`src/rtl/rxd_pkg.sv`:
```
package rxd_pkg;
  typedef enum logic [2:0] {
    ST_IDLE, ST_RD0, ST_POLL, ST_RD1, ST_RD2, ST_DATA, ST_WB, ST_STAT
  } rxd_state_e;

  localparam int LEN_W    = 11;
  localparam int OWN_B    = 31;
  localparam int FIRST_B  = 30;
  localparam int LAST_B   = 29;
  localparam int MCAST_B  = 28;
  localparam int RXERR_B  = 26;
  localparam int CRCERR_B = 25;
  localparam int LONG_B   = 24;
  localparam int RUNT_B   = 23;
  localparam int ODD_B    = 22;
  localparam int EOR_B    = 31;
endpackage

```
`src/rtl/rxd_ring_addr.sv`:
```
module rxd_ring_addr #(
  parameter int AW = 32,
  parameter int IW = 10
) (
  input  logic          clk_i,
  input  logic          rst_ni,
  input  logic          clr_i,
  input  logic          adv_i,
  input  logic          wrap_i,
  input  logic [AW-1:0] base_i,
  input  logic [1:0]    word_i,
  output logic [AW-1:0] addr_o
);
  logic [IW-1:0] idx_q;

  always_ff @(posedge clk_i or negedge rst_ni) begin
    if (!rst_ni)     idx_q <= '0;
    else if (clr_i)  idx_q <= '0;
    else if (adv_i)  idx_q <= wrap_i ? '0 : idx_q + 1'b1;
  end

  assign addr_o = base_i + AW'({idx_q, word_i, 2'b00});
endmodule

```
`src/rtl/rxd_poll_timer.sv`:
```
module rxd_poll_timer #(
  parameter int PCW = 8
) (
  input  logic           clk_i,
  input  logic           rst_ni,
  input  logic           load_i,
  input  logic           run_i,
  input  logic [PCW-1:0] cnt_i,
  output logic           done_o
);
  logic [PCW-1:0] cnt_q;

  always_ff @(posedge clk_i or negedge rst_ni) begin
    if (!rst_ni)                    cnt_q <= '0;
    else if (load_i)                cnt_q <= cnt_i;
    else if (run_i && cnt_q != '0)  cnt_q <= cnt_q - 1'b1;
  end

  assign done_o = (cnt_q == '0);
endmodule

```
`src/rtl/rxd_status.sv`:
```
module rxd_status
  import rxd_pkg::*;
#(
  parameter int TLW     = 12,
  parameter int MIN_LEN = 64,
  parameter int MAX_LEN = 1518
) (
  input  logic             first_i,
  input  logic             last_i,
  input  logic             mcast_i,
  input  logic             err_i,
  input  logic             crc_i,
  input  logic             odd_i,
  input  logic [TLW-1:0]   tot_i,
  input  logic [LEN_W-1:0] seg_i,
  output logic [31:0]      word_o
);
  always_comb begin
    word_o              = '0;
    word_o[LEN_W-1:0]   = seg_i;
    word_o[FIRST_B]     = first_i;
    if (last_i) begin
      word_o[LAST_B]    = 1'b1;
      word_o[MCAST_B]   = mcast_i;
      word_o[RXERR_B]   = err_i;
      word_o[CRCERR_B]  = crc_i;
      word_o[ODD_B]     = odd_i;
      word_o[LONG_B]    = (32'(tot_i) > 32'(MAX_LEN));
      word_o[RUNT_B]    = (32'(tot_i) < 32'(MIN_LEN));
    end
  end
endmodule

```
`src/rtl/rx_desc_dma.sv`:
```
module rx_desc_dma
  import rxd_pkg::*;
#(
  parameter int AW      = 32,
  parameter int IW      = 10,
  parameter int PCW     = 8,
  parameter int TLW     = 12,
  parameter int MIN_LEN = 64,
  parameter int MAX_LEN = 1518
) (
  input  logic           clk_i,
  input  logic           rst_ni,
  input  logic           rx_en_i,
  input  logic           soft_rst_i,
  input  logic [AW-1:0]  ring_base_i,
  input  logic [PCW-1:0] poll_cnt_i,
  input  logic           rx_valid_i,
  output logic           rx_ready_o,
  input  logic [7:0]     rx_data_i,
  input  logic           rx_last_i,
  input  logic           rx_err_i,
  input  logic           rx_crc_err_i,
  input  logic           rx_odd_i,
  input  logic           rx_ovf_i,
  output logic           mem_req_o,
  output logic           mem_we_o,
  output logic [AW-1:0]  mem_addr_o,
  output logic [3:0]     mem_be_o,
  output logic [31:0]    mem_wdata_o,
  input  logic           mem_gnt_i,
  input  logic [31:0]    mem_rdata_i,
  output logic           irq_done_o,
  output logic           irq_nobuf_o,
  output logic           irq_lost_o
);
  rxd_state_e       state_q;
  logic [AW-1:0]    buf_addr_q, desc_addr, wb_addr;
  logic [LEN_W-1:0] buf_size_q, seg_q, seg_n;
  logic [TLW-1:0]   tot_q;
  logic             eor_q, first_q, mcast_q, last_q, err_q, crc_q, odd_q;
  logic [7:0]       byte_q;
  logic [1:0]       word_sel;
  logic [31:0]      status_w;
  logic             poll_done, gnt_rd0, stat_done;
  logic             unused_rdata;

  assign unused_rdata = ^mem_rdata_i[30:LEN_W];

  assign word_sel  = (state_q == ST_RD1) ? 2'd1 : (state_q == ST_RD2) ? 2'd2 : 2'd0;
  assign gnt_rd0   = (state_q == ST_RD0) && mem_gnt_i;
  assign stat_done = (state_q == ST_STAT) && mem_gnt_i;
  assign seg_n     = seg_q + 1'b1;
  assign wb_addr   = buf_addr_q + AW'(seg_q);

  rxd_ring_addr #(.AW(AW), .IW(IW)) u_ring (
    .clk_i, .rst_ni,
    .clr_i  (soft_rst_i),
    .adv_i  (stat_done && !soft_rst_i),
    .wrap_i (eor_q),
    .base_i (ring_base_i),
    .word_i (word_sel),
    .addr_o (desc_addr)
  );

  rxd_poll_timer #(.PCW(PCW)) u_poll (
    .clk_i, .rst_ni,
    .load_i (gnt_rd0 && !mem_rdata_i[OWN_B]),
    .run_i  (state_q == ST_POLL),
    .cnt_i  (poll_cnt_i),
    .done_o (poll_done)
  );

  rxd_status #(.TLW(TLW), .MIN_LEN(MIN_LEN), .MAX_LEN(MAX_LEN)) u_stat (
    .first_i (first_q), .last_i (last_q), .mcast_i (mcast_q),
    .err_i   (err_q),   .crc_i  (crc_q),  .odd_i   (odd_q),
    .tot_i   (tot_q),   .seg_i  (seg_q),  .word_o  (status_w)
  );

  always_ff @(posedge clk_i or negedge rst_ni) begin
    if (!rst_ni) begin
      state_q    <= ST_IDLE;
      buf_addr_q <= '0;
      buf_size_q <= '0;
      seg_q      <= '0;
      tot_q      <= '0;
      eor_q      <= 1'b0;
      first_q    <= 1'b1;
      mcast_q    <= 1'b0;
      last_q     <= 1'b0;
      err_q      <= 1'b0;
      crc_q      <= 1'b0;
      odd_q      <= 1'b0;
      byte_q     <= '0;
    end else if (soft_rst_i) begin
      state_q <= ST_IDLE;
    end else begin
      unique case (state_q)
        ST_IDLE: if (rx_en_i && rx_valid_i) begin
          state_q <= ST_RD0;
          tot_q   <= '0;
          first_q <= 1'b1;
          mcast_q <= 1'b0;
        end
        ST_RD0: if (mem_gnt_i) state_q <= mem_rdata_i[OWN_B] ? ST_RD1 : ST_POLL;
        ST_POLL: if (poll_done) state_q <= ST_RD0;
        ST_RD1: if (mem_gnt_i) begin
          buf_size_q <= mem_rdata_i[LEN_W-1:0];
          eor_q      <= mem_rdata_i[EOR_B];
          state_q    <= ST_RD2;
        end
        ST_RD2: if (mem_gnt_i) begin
          buf_addr_q <= mem_rdata_i[AW-1:0];
          seg_q      <= '0;
          state_q    <= ST_DATA;
        end
        ST_DATA: if (rx_valid_i) begin
          byte_q  <= rx_data_i;
          last_q  <= rx_last_i;
          err_q   <= rx_err_i;
          crc_q   <= rx_crc_err_i;
          odd_q   <= rx_odd_i;
          if (tot_q == '0) mcast_q <= rx_data_i[0];
          state_q <= ST_WB;
        end
        ST_WB: if (mem_gnt_i) begin
          seg_q <= seg_n;
          if (tot_q != '1) tot_q <= tot_q + 1'b1;
          state_q <= (last_q || seg_n == buf_size_q) ? ST_STAT : ST_DATA;
        end
        ST_STAT: if (mem_gnt_i) begin
          first_q <= 1'b0;
          state_q <= last_q ? ST_IDLE : ST_RD0;
        end
        default: state_q <= ST_IDLE;
      endcase
    end
  end

  always_ff @(posedge clk_i or negedge rst_ni) begin
    if (!rst_ni) begin
      irq_done_o  <= 1'b0;
      irq_nobuf_o <= 1'b0;
      irq_lost_o  <= 1'b0;
    end else begin
      irq_done_o  <= stat_done && last_q && !soft_rst_i;
      irq_nobuf_o <= gnt_rd0 && !mem_rdata_i[OWN_B] && !soft_rst_i;
      irq_lost_o  <= rx_ovf_i;
    end
  end

  assign rx_ready_o  = (state_q == ST_DATA);
  assign mem_req_o   = (state_q inside {ST_RD0, ST_RD1, ST_RD2, ST_WB, ST_STAT});
  assign mem_we_o    = (state_q inside {ST_WB, ST_STAT});
  assign mem_addr_o  = (state_q == ST_WB) ? wb_addr : desc_addr;
  assign mem_be_o    = (state_q == ST_WB) ? (4'b0001 << wb_addr[1:0]) : 4'hf;
  assign mem_wdata_o = (state_q == ST_WB) ? {4{byte_q}} : status_w;
endmodule

```
`config.mk`:
```
export PLATFORM = sky130hd
export DESIGN_NAME = rx_desc_dma
export DESIGN_NICKNAME = d
export VERILOG_FILES = /design/src/rtl/rxd_pkg.sv /design/src/rtl/rxd_ring_addr.sv /design/src/rtl/rxd_poll_timer.sv /design/src/rtl/rxd_status.sv /design/src/rtl/rx_desc_dma.sv
export SDC_FILE = /design/constraint.sdc
export NUM_CORES = 1
export LEC_CHECK = 0
export BUFFER_PORTS_ARGS = -buffer_cell sky130_fd_sc_hd__buf_2
export CAP_MARGIN = 20
export CELL_PAD_IN_SITES_DETAIL_PLACEMENT = 2
export CELL_PAD_IN_SITES_GLOBAL_PLACEMENT = 2
export CORE_AREA = 2 2 152 154
export DETAILED_ROUTE_END_ITERATION = 7
export DIE_AREA = 0 0 154 156
export GPL_TIMING_DRIVEN = 0
export PLACE_DENSITY = 0.84
export SKIP_LAST_GASP = 1
export SLEW_MARGIN = 40
export SYNTH_ARGS = -nofsm -noshare
export SYNTH_HDL_FRONTEND = slang
export SYNTH_HIERARCHICAL = 1
export SYNTH_SLANG_ARGS = --single-unit
```
`constraint.sdc`:
```
create_clock -name clk_i -period 8.4 [get_ports clk_i]
set_clock_uncertainty 0.2 [all_clocks]
set_input_delay 0.84 -clock clk_i [delete_from_list [all_inputs] [get_ports clk_i]]
set_output_delay 0.84 -clock clk_i [all_outputs]
set_load 0.005 [all_outputs]
```
==> impl_metrics.csv, run 1 <==
group,metric,value,unit
synthesis,synth_area_leader_cell,"dfrtp_1",
worst_setup_path,path_class,"flip-flop to output port",
pwr,power_frac_clock,24.5,%
pwr,finalPower,1.85,mW
die,ios,165,
hold_path,hp-class,"input port to async pin",
worst_setup_path,timing.rr.start,"state_q[0]$_DFFE_PN0P_",
worst_setup_path,crit_arrival,3.96,ns
clocking,cts-buffers-inserted,9,
synthesis,synth-async-reset-ratio,100,%
worst_setup_path,worstSetupEndpointType,"output port",
worst_setup_path,reg2reg_to,"tot_q[11]$_DFFE_PN0P_",
place,place_area,9180,um^2
timing,hold_slack,0.160,ns
pwr,p_comb_share,32.9,%
global_routing,grt-ovfl-total,0,
job,max-cap-violations,0,
final_layout,drive_gt1_share,25.9,%
synthesis,synth_cell_types,85,
worst_setup_path,crit_top_cell,"nand2_1",
final_layout,area.growth.synth_to_final,19.6,%
clocking,h-tree-depth,3,
worst_setup_path,path_cells,"clkbuf_1 > nand2_1 > nor2_1 > ha_1 > inv_1 > fa_1 > nand2b_1 > a21oi_2 > nor4b_1 > o41a_1 > buf_6 > nor4b_4 > xor2_1 > nand2_1 > o21ai_1 > buf_2",
synthesis,synth_seq_area_share,33.2,%
timing,setup-tns-final,0,ns
die,core_area,22400,um^2
pwr,netSwitchingFraction,36.9,%
timing,period_minus_slack,5.00,ns
routing,drc,0,
synthesis,synthTopCellsByCount,"nand2_1, dfrtp_1, o21ai_0, nor2_1, mux2_2",
die,die_w,154,um
global_routing,grt_pass1_vias,8504,
global_routing,grt_usage,24.6,%
synthesis,yosys-top-cells-area,"dfrtp_1, nand2_1, mux2_2",
routing,ant_nets,0,
routing,first_pass_iters,4,
routing,drtIter0Drc,351,
clocking,clk_latency,0.36,ns
final_layout,diodes,0,
synthesis,synth-edff-count,0,
timing,fmax,200,MHz
timing,slew_viol_final,0,
synthesis,yosys_most_used_dff,"dfrtp_1",
pwr,leakage,4.53,nW
place,gp_congestion,0.864,
worst_setup_path,cp_max_fo,10,
final_layout,finalInstanceArea,9470,um^2
worst_setup_path,cp-start-kind,"flip-flop",
timing,worstMarginPinSlew,0.752,ns
timing,rsz0062_at_grt,"no",
timing,slew_headroom,49.7,%
global_routing,antenna_found_initial,2,
die,start_util,35.4,%
clocking,cts_buffer_depth,2,
clocking,cts_resized,0,
pwr,switching_power,682,uW
timing,finalSetupViolCount,0,
clocking,cts_root_buf,"clkbuf_16",
synthesis,yosys_warnings,6,
routing,viasPerCell,5.47,
die,core.rowCount,55,
routing,vias,7709,
worst_setup_path,cp_data_required_time,7.36,ns
status,status,"finished clean",
pwr,power.density,195,nW/um^2
global_routing,grt_max_degree,63,
worst_setup_path,ff2ff_setup_slack,5.41,ns
clocking,cts_tree,"yes",
worst_setup_path,slowest_delay,0.43,ns
clocking,cts_setup_buffers,0,
pwr,ir_worst_vdd,0.0000961,V
pwr,internal_power,1.16,mW
routing,wirelength,28900,um
clocking,clock-sinks,105,
timing,hold_viol,0,
synthesis,yosysTopAreaCellShare,32.9,%
synthesis,avgSynthCellArea,8.48,um^2
global_routing,grt_pass1_wl,46700,um
routing,wl_per_cell,20.5,um
pwr,seq_power_share,42.6,%
worst_setup_path,r2r_cells,7,
final_layout,seqCellArea,2630,um^2
die,dieArea,24000,um^2
die,die_y,156,um
final_layout,fill_cells,2580,
worst_setup_path,worst_path_max_delay_cell,"dfrtp_1",
synthesis,synth_most_common_cell,"nand2_1",
clocking,cts_hold_buf,0,
synthesis,synth.ff_latch_count,105,
final_layout,multiInputGateArea,4890,um^2
place,place_hpwl,22200,um
clocking,clkTransAtPathRegs,0.08,ns
synthesis,synthCells,934,
timing,min_period_over_period,59.5,%
final_layout,fin_nets,1242,
place,port_buffers,161,
synthesis,syn_area,7920,um^2
final_layout,fin_util,42.3,%
-- power by group through the flow --
stage	combinational, mW	sequential (mW)	clock [mW]
after floorplan	0.424	0.744	0
after global placement	0.564	0.775	0
after detailed placement	0.599	0.792	0
after CTS	0.612	0.785	0.463
after global routing	0.678	0.808	0.480
final	0.608	0.786	0.452
-- cell families after synthesis --
group                    synth area share [%]
flip-flops                               33.2
other                                  0.0473
adder cells (fa/ha/maj)                  5.09
AO/OA/AOI/OAI                            16.7
XOR/XNOR                                 8.62
buffers and inverters                    5.65
AND/OR/NAND/NOR                          23.3
multiplexers                             7.38
-- worst max-delay path by stage --
stage	start	endpoint	cells past startpoint
after CTS	state_q[0]$_DFFE_PN0P_	mem_addr_o[26]	16
after detailed placement	state_q[0]$_DFFE_PN0P_	mem_addr_o[26]	16
final	state_q[1]$_DFFE_PN0P_	mem_addr_o[26]	16
after floorplan	state_q[0]$_DFFE_PN0P_	mem_addr_o[26]	15
after global placement	state_q[1]$_DFFE_PN0P_	mem_addr_o[26]	16
after global routing	state_q[1]$_DFFE_PN0P_	mem_addr_o[26]	16
-- state kept, by name, indices dropped and copies added, names as in the netlist, 3 cells and up --
name	cells
u_ring/idx_q	10
buf_size_q	11
buf_addr_q	32
byte_q	8
tot_q	12
state_q	3
seg_q	11
u_poll/cnt_q	8
-- critical path: cells and delay by family (launching register included) --
family | cells | cell delay [ns]
and+or+nand+nor | 6 | 0.99
xor gates and xnor gates | 1 | 0.19
adders and majority gates | 2 | 0.60
buffers and inverters | 4 | 0.74
AOI/OAI and AO/OA | 3 | 0.64
DFF | 1 | 0.43
-- cells in the final DEF, fill, tap and decap left out, types with 5 or more instances in the layout --
cell | netlist | routed
a21oi_1 | 42 | 41
buf_4 | 28 | 29
conb_1 | 1 | 13
nand4_1 | 15 | 15
nor2_1 | 66 | 66
a21o_1 | 10 | 10
inv_1 | 23 | 23
o211ai_1 | 5 | 5
and2_1 | 9 | 9
clkbuf_16 | 0 | 9
nor3b_1 | 9 | 9
mux2_2 | 51 | 51
xnor2_1 | 38 | 38
nor2b_1 | 6 | 6
buf_2 | 7 | 167
a31oi_1 | 5 | 5
and4_1 | 6 | 6
xor2_1 | 40 | 40
nand3_1 | 26 | 26
o31ai_1 | 7 | 7
ha_1 | 29 | 29
a211oi_1 | 11 | 11
nand2_1 | 155 | 155
nand2b_1 | 10 | 10
or3_1 | 10 | 10
dfrtp_1 | 104 | 104
clkbuf_1 | 24 | 26
nor3_1 | 13 | 13
and3_1 | 14 | 14
o21ai_1 | 10 | 10
o21ai_0 | 70 | 70
-- final cells by class --
class | count | share of cell area [%]
buffer | 62 | 3.74
clock buffer | 11 | 2.46
clock inverter | 5 | 0.647
inverter | 25 | 0.991
multi-input combinational | 754 | 51.7
sequential | 105 | 27.8
tap | 285 | 3.76
timing repair buffer | 163 | 8.98
-- routing by layer --
metal	part of all wire (%)	GRT usage, %	vias to the layer above
met3	3.2	3.97	36
met1	43	30.2	3915
li1	-	-	3626
met2	52	45.5	128
met5	0.10	0	-
met4	1.5	4.85	4
-- stage by stage --
stage / std cells / worst slack [ns]
floorplan: 946 / 4.42
finish: 1410 / 3.40
global placement: 1392 / 3.88
CTS: 1410 / 3.40
global route: 1410 / 3.05
detailed placement: 1394 / 3.81
Power figures use the tool's default switching activity.
==> run 2, diff against run 1 <==
- CORE_AREA: 2 2 152 154 -> 2 2 158 160
- DIE_AREA: 0 0 154 156 -> 0 0 160 162
- PLACE_DENSITY: 0.84 -> 0.79
- clock period: 8.4 -> 4.9 ns (I/O delays scaled with it)
==> run 2 against run 1 <==
  * Sequential share of layout area decreased by 0.21 points
  * Register-to-register slack lost 3.5 ns
  * Wire length shrank 4.9%
  * Worst hold slack got worse by 0.15 ns
  * Critical path type unchanged
  * Critical endpoint unchanged
  * Largest cell class unchanged
==> impl_metrics.csv, run 2 (synthesis results as in run 1) <==
group,metric,value,unit
final_layout,largest_reg_flops,32,
final_layout,mostFrequentLayoutCell,"buf_2",
worst_setup_path,path_class,"flip-flop to output port",
final_layout,most-common-layout-cells,"buf_2, nand2_1, dfrtp_1",
global_routing,antenna_found_initial,5,
pwr,ir_worst_vdd,0.000174,V
final_layout,reg.largest.list,"buf_addr_q: 32 flops, tot_q: 12 flops",
routing,viasPerCell,5.25,
clocking,cts_buffer_depth,2,
status,status,"finished clean",
die,start_util,32.9,%
die,ios,165,
pwr,power.density,328,nW/um^2
global_routing,grt_max_degree,63,
clocking,cts_root_buf,"clkbuf_16",
clocking,cts-buffers-inserted,9,
timing,min_period_over_period,91.9,%
pwr,leakage,4.55,nW
timing,hold_viol,0,
global_routing,grt_usage,21.9,%
final_layout,fin_nets,1243,
pwr,finalPower,3.13,mW
die,dieArea,25900,um^2
clocking,clock-sinks,105,
final_layout,fill_cells,2856,
die,die_w,160,um
global_routing,grt_pass1_vias,8406,
routing,drtIter0Drc,223,
place,place_hpwl,21400,um
routing,wirelength,27500,um
worst_setup_path,startpoint,"state_q[0]$_DFFE_PN0P_",
global_routing,grt-ovfl-total,0,
routing,first_pass_iters,4,
worst_setup_path,worstSetupEndpointType,"output port",
place,port_buffers,161,
routing,ant_nets,0,
clocking,clk_latency,0.37,ns
clocking,cts_tree,"yes",
die,die_y,162,um
timing,slew_viol_final,0,
global_routing,grt_pass1_wl,45600,um
final_layout,area.growth.synth_to_final,20.5,%
worst_setup_path,slowest_delay,0.46,ns
routing,vias,7629,
timing,finalSetupViolCount,0,
place,gp_congestion,0.846,
hold_path,min-delay-start,"rx_ovf_i",
clocking,clkTransAtPathRegs,0.09,ns
worst_setup_path,path_cells,"clkbuf_2 > nand2_1 > nor2_1 > ha_1 > inv_1 > fa_1 > nand2b_1 > a21oi_2 > nor4b_1 > o41a_1 > buf_6 > nor4b_4 > xor2_1 > nand2_1 > o21ai_1 > buf_2",
timing,rsz0062_at_grt,"no",
worst_setup_path,timing.rr.start,"state_q[0]$_DFFE_PN0P_",
clocking,h-tree-depth,3,
timing,period_minus_slack,4.50,ns
worst_setup_path,cp_data_required_time,4.21,ns
die,core_area,24100,um^2
job,max-cap-violations,0,
timing,worstMarginPinSlew,0.723,ns
worst_setup_path,cp-start-kind,"flip-flop",
timing,fmax,222,MHz
place,pre_cts_slack,0.616,ns
die,core.rowCount,57,
hold_path,hp-class,"input port to flip-flop",
worst_setup_path,worst_path_max_delay_cell,"dfrtp_1",
worst_setup_path,cp_max_fo,10,
timing,setup-tns-final,0,ns
timing,slew_headroom,51.7,%
routing,wl_per_cell,18.9,um
worst_setup_path,crit_arrival,3.81,ns
worst_setup_path,crit_top_cell,"nand2_1",
timing,fin_ws,0.398,ns
routing,drc,0,
final_layout,drive_gt1_share,26.2,%
final_layout,regMostFlops,"buf_addr_q",
==> run 2: power by group <==
part,internal [mW],switching (mW),total (mW)
Combinational,0.495,0.533,1.03
Sequential,1.10,0.242,1.34
Clock,0.361,0.401,0.762
==> run 2: worst max-delay path: cells and delay by family, from the launching register on <==
family	cells	cell delay, ns
fa+ha+maj	2	0.59
buf+inv	4	0.62
xor+xnor	1	0.22
compound gates	3	0.65
simple gates	6	0.91
flops	1	0.46
==> run 2: metal layers <==
metal	part of all wire (%)	GRT usage [%]	vias to the layer above
met5	0.025	0	-
met4	1.3	4.87	2
li1	-	-	3645
met1	44	27.4	3845
met3	4.1	4.06	26
met2	51	39.3	111
==> run 2: stage by stage <==
stage / hold slack, ns / cells / util (%) / cell area [um^2]
after floorplan: -0.00559 / 946 / - / 7970
after global placement: 0.282 / 1431 / 38.1 / 9180
after detailed placement: 0.210 / 1433 / 38.3 / 9230
after CTS: 0.000978 / 1450 / 39.5 / 9530
after global routing: 0.00538 / 1451 / 39.6 / 9540
final: 0.0124 / 1454 / 39.6 / 9550
==> run 2: cell type report <==
class / instances / area, um^2 / share of cell area (%)
multi-input combinational: 754 / 4890 / 51.3
sequential: 105 / 2630 / 27.5
timing repair buffer: 164 / 861 / 9.02
tap: 324 / 405 / 4.25
buffer: 62 / 357 / 3.74
clock buffer: 9 / 225 / 2.36
inverter: 25 / 93.8 / 0.983
clock inverter: 7 / 71.3 / 0.747
antenna: 4 / 10.0 / 0.105
==> run 2: worst paths after layout <==
kind	cells past startpoint	slack (ns)	to
worst max-delay path	16	0.40	mem_addr_o[26]
worst min-delay path	1	0.01	irq_lost_o$_DFF_PN0_
worst max register to register	7	1.88	tot_q[7]$_DFFE_PN0P_
worst min register to register	1	0.31	odd_q$_DFFE_PN0P_
max in group asynchronous	3	3.41	first_q$_DFFE_PN1P_
min in group asynchronous	2	0.39	buf_addr_q[23]$_DFFE_PN0P_
==> run 2: timing repair <==
item,CTS,global route
endpoints found under the hold margin,43,0
hold buffers,1,0
setup buffers,0,0
endpoints found under the setup margin,0,2
gates resized for setup,0,4
==> run 3, diff against run 2 <==
- CELL_PAD_IN_SITES_DETAIL_PLACEMENT: 2 -> unset
- CELL_PAD_IN_SITES_GLOBAL_PLACEMENT: 2 -> unset
- CORE_AREA: 2 2 158 160 -> 2 2 136 138
- DIE_AREA: 0 0 160 162 -> 0 0 138 140
- PLACE_DENSITY: 0.79 -> 0.65
==> run 3 against run 2 <==
  * Sequential power about the same
  * Register-to-register slack gained 0.16 ns
  * Highest routed layer is now met4
  * Clock power up 0.9%
  * Die area down 25%
  * Critical endpoint is now mem_addr_o[20]
==> impl_metrics.csv, run 3 (synthesis results as in run 1) <==
group,metric,value,unit
die,start_util,44.6,%
timing,min_period_over_period,93.3,%
clocking,cts_tree,"yes",
timing,slew_viol_final,0,
final_layout,regMostFlops,"buf_addr_q",
final_layout,fin_nets,1243,
routing,drtIter0Drc,421,
clocking,cts_root_buf,"clkbuf_16",
global_routing,antenna_found_initial,1,
clocking,cts_setup_buffers,0,
routing,ant_nets,0,
clocking,cts-buffers-inserted,9,
final_layout,most-common-layout-cells,"buf_2, nand2_1, dfrtp_1",
die,ios,165,
worst_setup_path,crit_arrival,3.88,ns
status,status,"finished clean",
routing,wl_per_cell,15.9,um
pwr,power.density,327,nW/um^2
timing,slew_headroom,54.4,%
place,place_hpwl,16600,um
worst_setup_path,ff2ff_setup_slack,2.04,ns
pwr,leakage,4.55,nW
hold_path,hp-class,"input port to flip-flop",
timing,fmax,219,MHz
global_routing,grt_usage,22.2,%
routing,vias,7317,
routing,drc,0,
global_routing,grt_pass1_vias,7008,
routing,first_pass_iters,5,
worst_setup_path,path_class,"flip-flop to output port",
final_layout,mostFrequentLayoutCell,"buf_2",
global_routing,grt_pass1_wl,35200,um
clocking,clk_latency,0.36,ns
clocking,clock-sinks,105,
final_layout,largest_reg_flops,32,
global_routing,grt_max_degree,62,
die,die_w,138,um
timing,setup-tns-final,0,ns
place,gp_congestion,0.826,
place,placedCellCount,1338,
timing,rsz0062_at_grt,"no",
final_layout,reg.largest.list,"buf_addr_q: 32 flops, tot_q: 12 flops",
routing,viasPerCell,5.40,
timing,period_minus_slack,4.57,ns
die,die_y,140,um
die,core_area,17800,um^2
clocking,cts_buffer_depth,2,
clocking,h-tree-depth,3,
job,max-cap-violations,0,
place,port_buffers,161,
worst_setup_path,worstSetupEndpointType,"output port",
die,core.rowCount,49,
routing,wirelength,21600,um
worst_setup_path,cp-start-kind,"flip-flop",
clocking,clkTransAtPathRegs,0.07,ns
worst_setup_path,cp_max_fo,10,
final_layout,fill_cells,1764,
timing,finalSetupViolCount,0,
die,dieArea,19300,um^2
worst_setup_path,cp_data_required_time,4.21,ns
final_layout,finalNonFillerCells,1356,
final_layout,area.growth.synth_to_final,19.1,%
timing,worstMarginPinSlew,0.682,ns
timing,hold_viol,0,
final_layout,drive_gt1_share,26.2,%
global_routing,grt-ovfl-total,0,
pwr,ir_worst_vdd,0.000226,V
## run 3: power by group
group / leakage, nW / internal [mW] / switching, mW
registers: 1.38 / 1.10 / 0.233
clock network: 0.151 / 0.407 / 0.363
logic: 3.01 / 0.493 / 0.491
## run 3: layout make-up
cell class	count	area (um^2)	share of cell area (%)
Antenna cell	1	2.50	0.0265
Buffer	62	357	3.78
Clock buffer	9	225	2.39
Clock inverter	7	87.6	0.928
Inverter	25	93.8	0.995
Multi-Input combinational cell	754	4890	51.9
Sequential cell	105	2630	27.9
Tap cell	229	287	3.04
Timing Repair Buffer	164	861	9.12
## run 3: path summary, 6_finish.rpt
| path | startpoint | to | depth (start not counted) |
|---|---|---|---|
| worst min-delay path | rx_ovf_i | irq_lost_o$_DFF_PN0_ | 1 |
| min in group asynchronous | rst_ni | buf_addr_q[17]$_DFFE_PN0P_ | 2 |
| worst max-delay path | state_q[0]$_DFFE_PN0P_ | mem_addr_o[20] | 16 |
| max in group asynchronous | rst_ni | first_q$_DFFE_PN1P_ | 3 |
| worst min register to register | crc_q$_DFFE_PN0P_ | crc_q$_DFFE_PN0P_ | 1 |
| worst max register to register | state_q[0]$_DFFE_PN0P_ | tot_q[7]$_DFFE_PN0P_ | 7 |
## run 3: through the flow
stage / setup slack (ns) / power, mW / utilization [%] / hold WS, ns / cell area (um^2)
floorplan: 1.27 / 2.00 / - / -0.00559 / 7970
global placement: 0.665 / 2.30 / 50.9 / 0.283 / 9060
detailed placement: 0.640 / 2.32 / 51.2 / 0.219 / 9110
CTS: 0.192 / 3.11 / 53.0 / 0.0204 / 9430
global route: 0.0913 / 3.28 / 53.1 / 0.0241 / 9430
finish: 0.330 / 3.08 / 53.1 / 0.0314 / 9440
## run 3: timing repair
item                                    CTS  global route
endpoints found under the hold margin    44             0
hold buffers                              1             0
resized for setup                         0             4
endpoints found under the setup margin    0             3
## run 3: per-layer routing
layer  global-route usage (%)  vias up  share of wire (%)
li1                         -     3654                  -
met1                     30.4     3453                 46
met2                     36.5      189                 47
met3                     3.83       21                5.4
met4                     5.96        0                1.5
met5                        0        -                  0
## run 3: critical path, stage by stage, from the launching register on
cell	delay, ns
dfrtp_1	0.44
clkbuf_2	0.26
nand2_1	0.14
nor2_1	0.22
ha_1	0.24
inv_1	0.08
fa_1	0.42
nand2b_1	0.21
a21oi_2	0.17
nor4b_1	0.09
o41a_1	0.39
buf_6	0.16
nor3_1	0.21
xor2_1	0.19
nand2_1	0.06
o21ai_0	0.10
buf_2	0.15
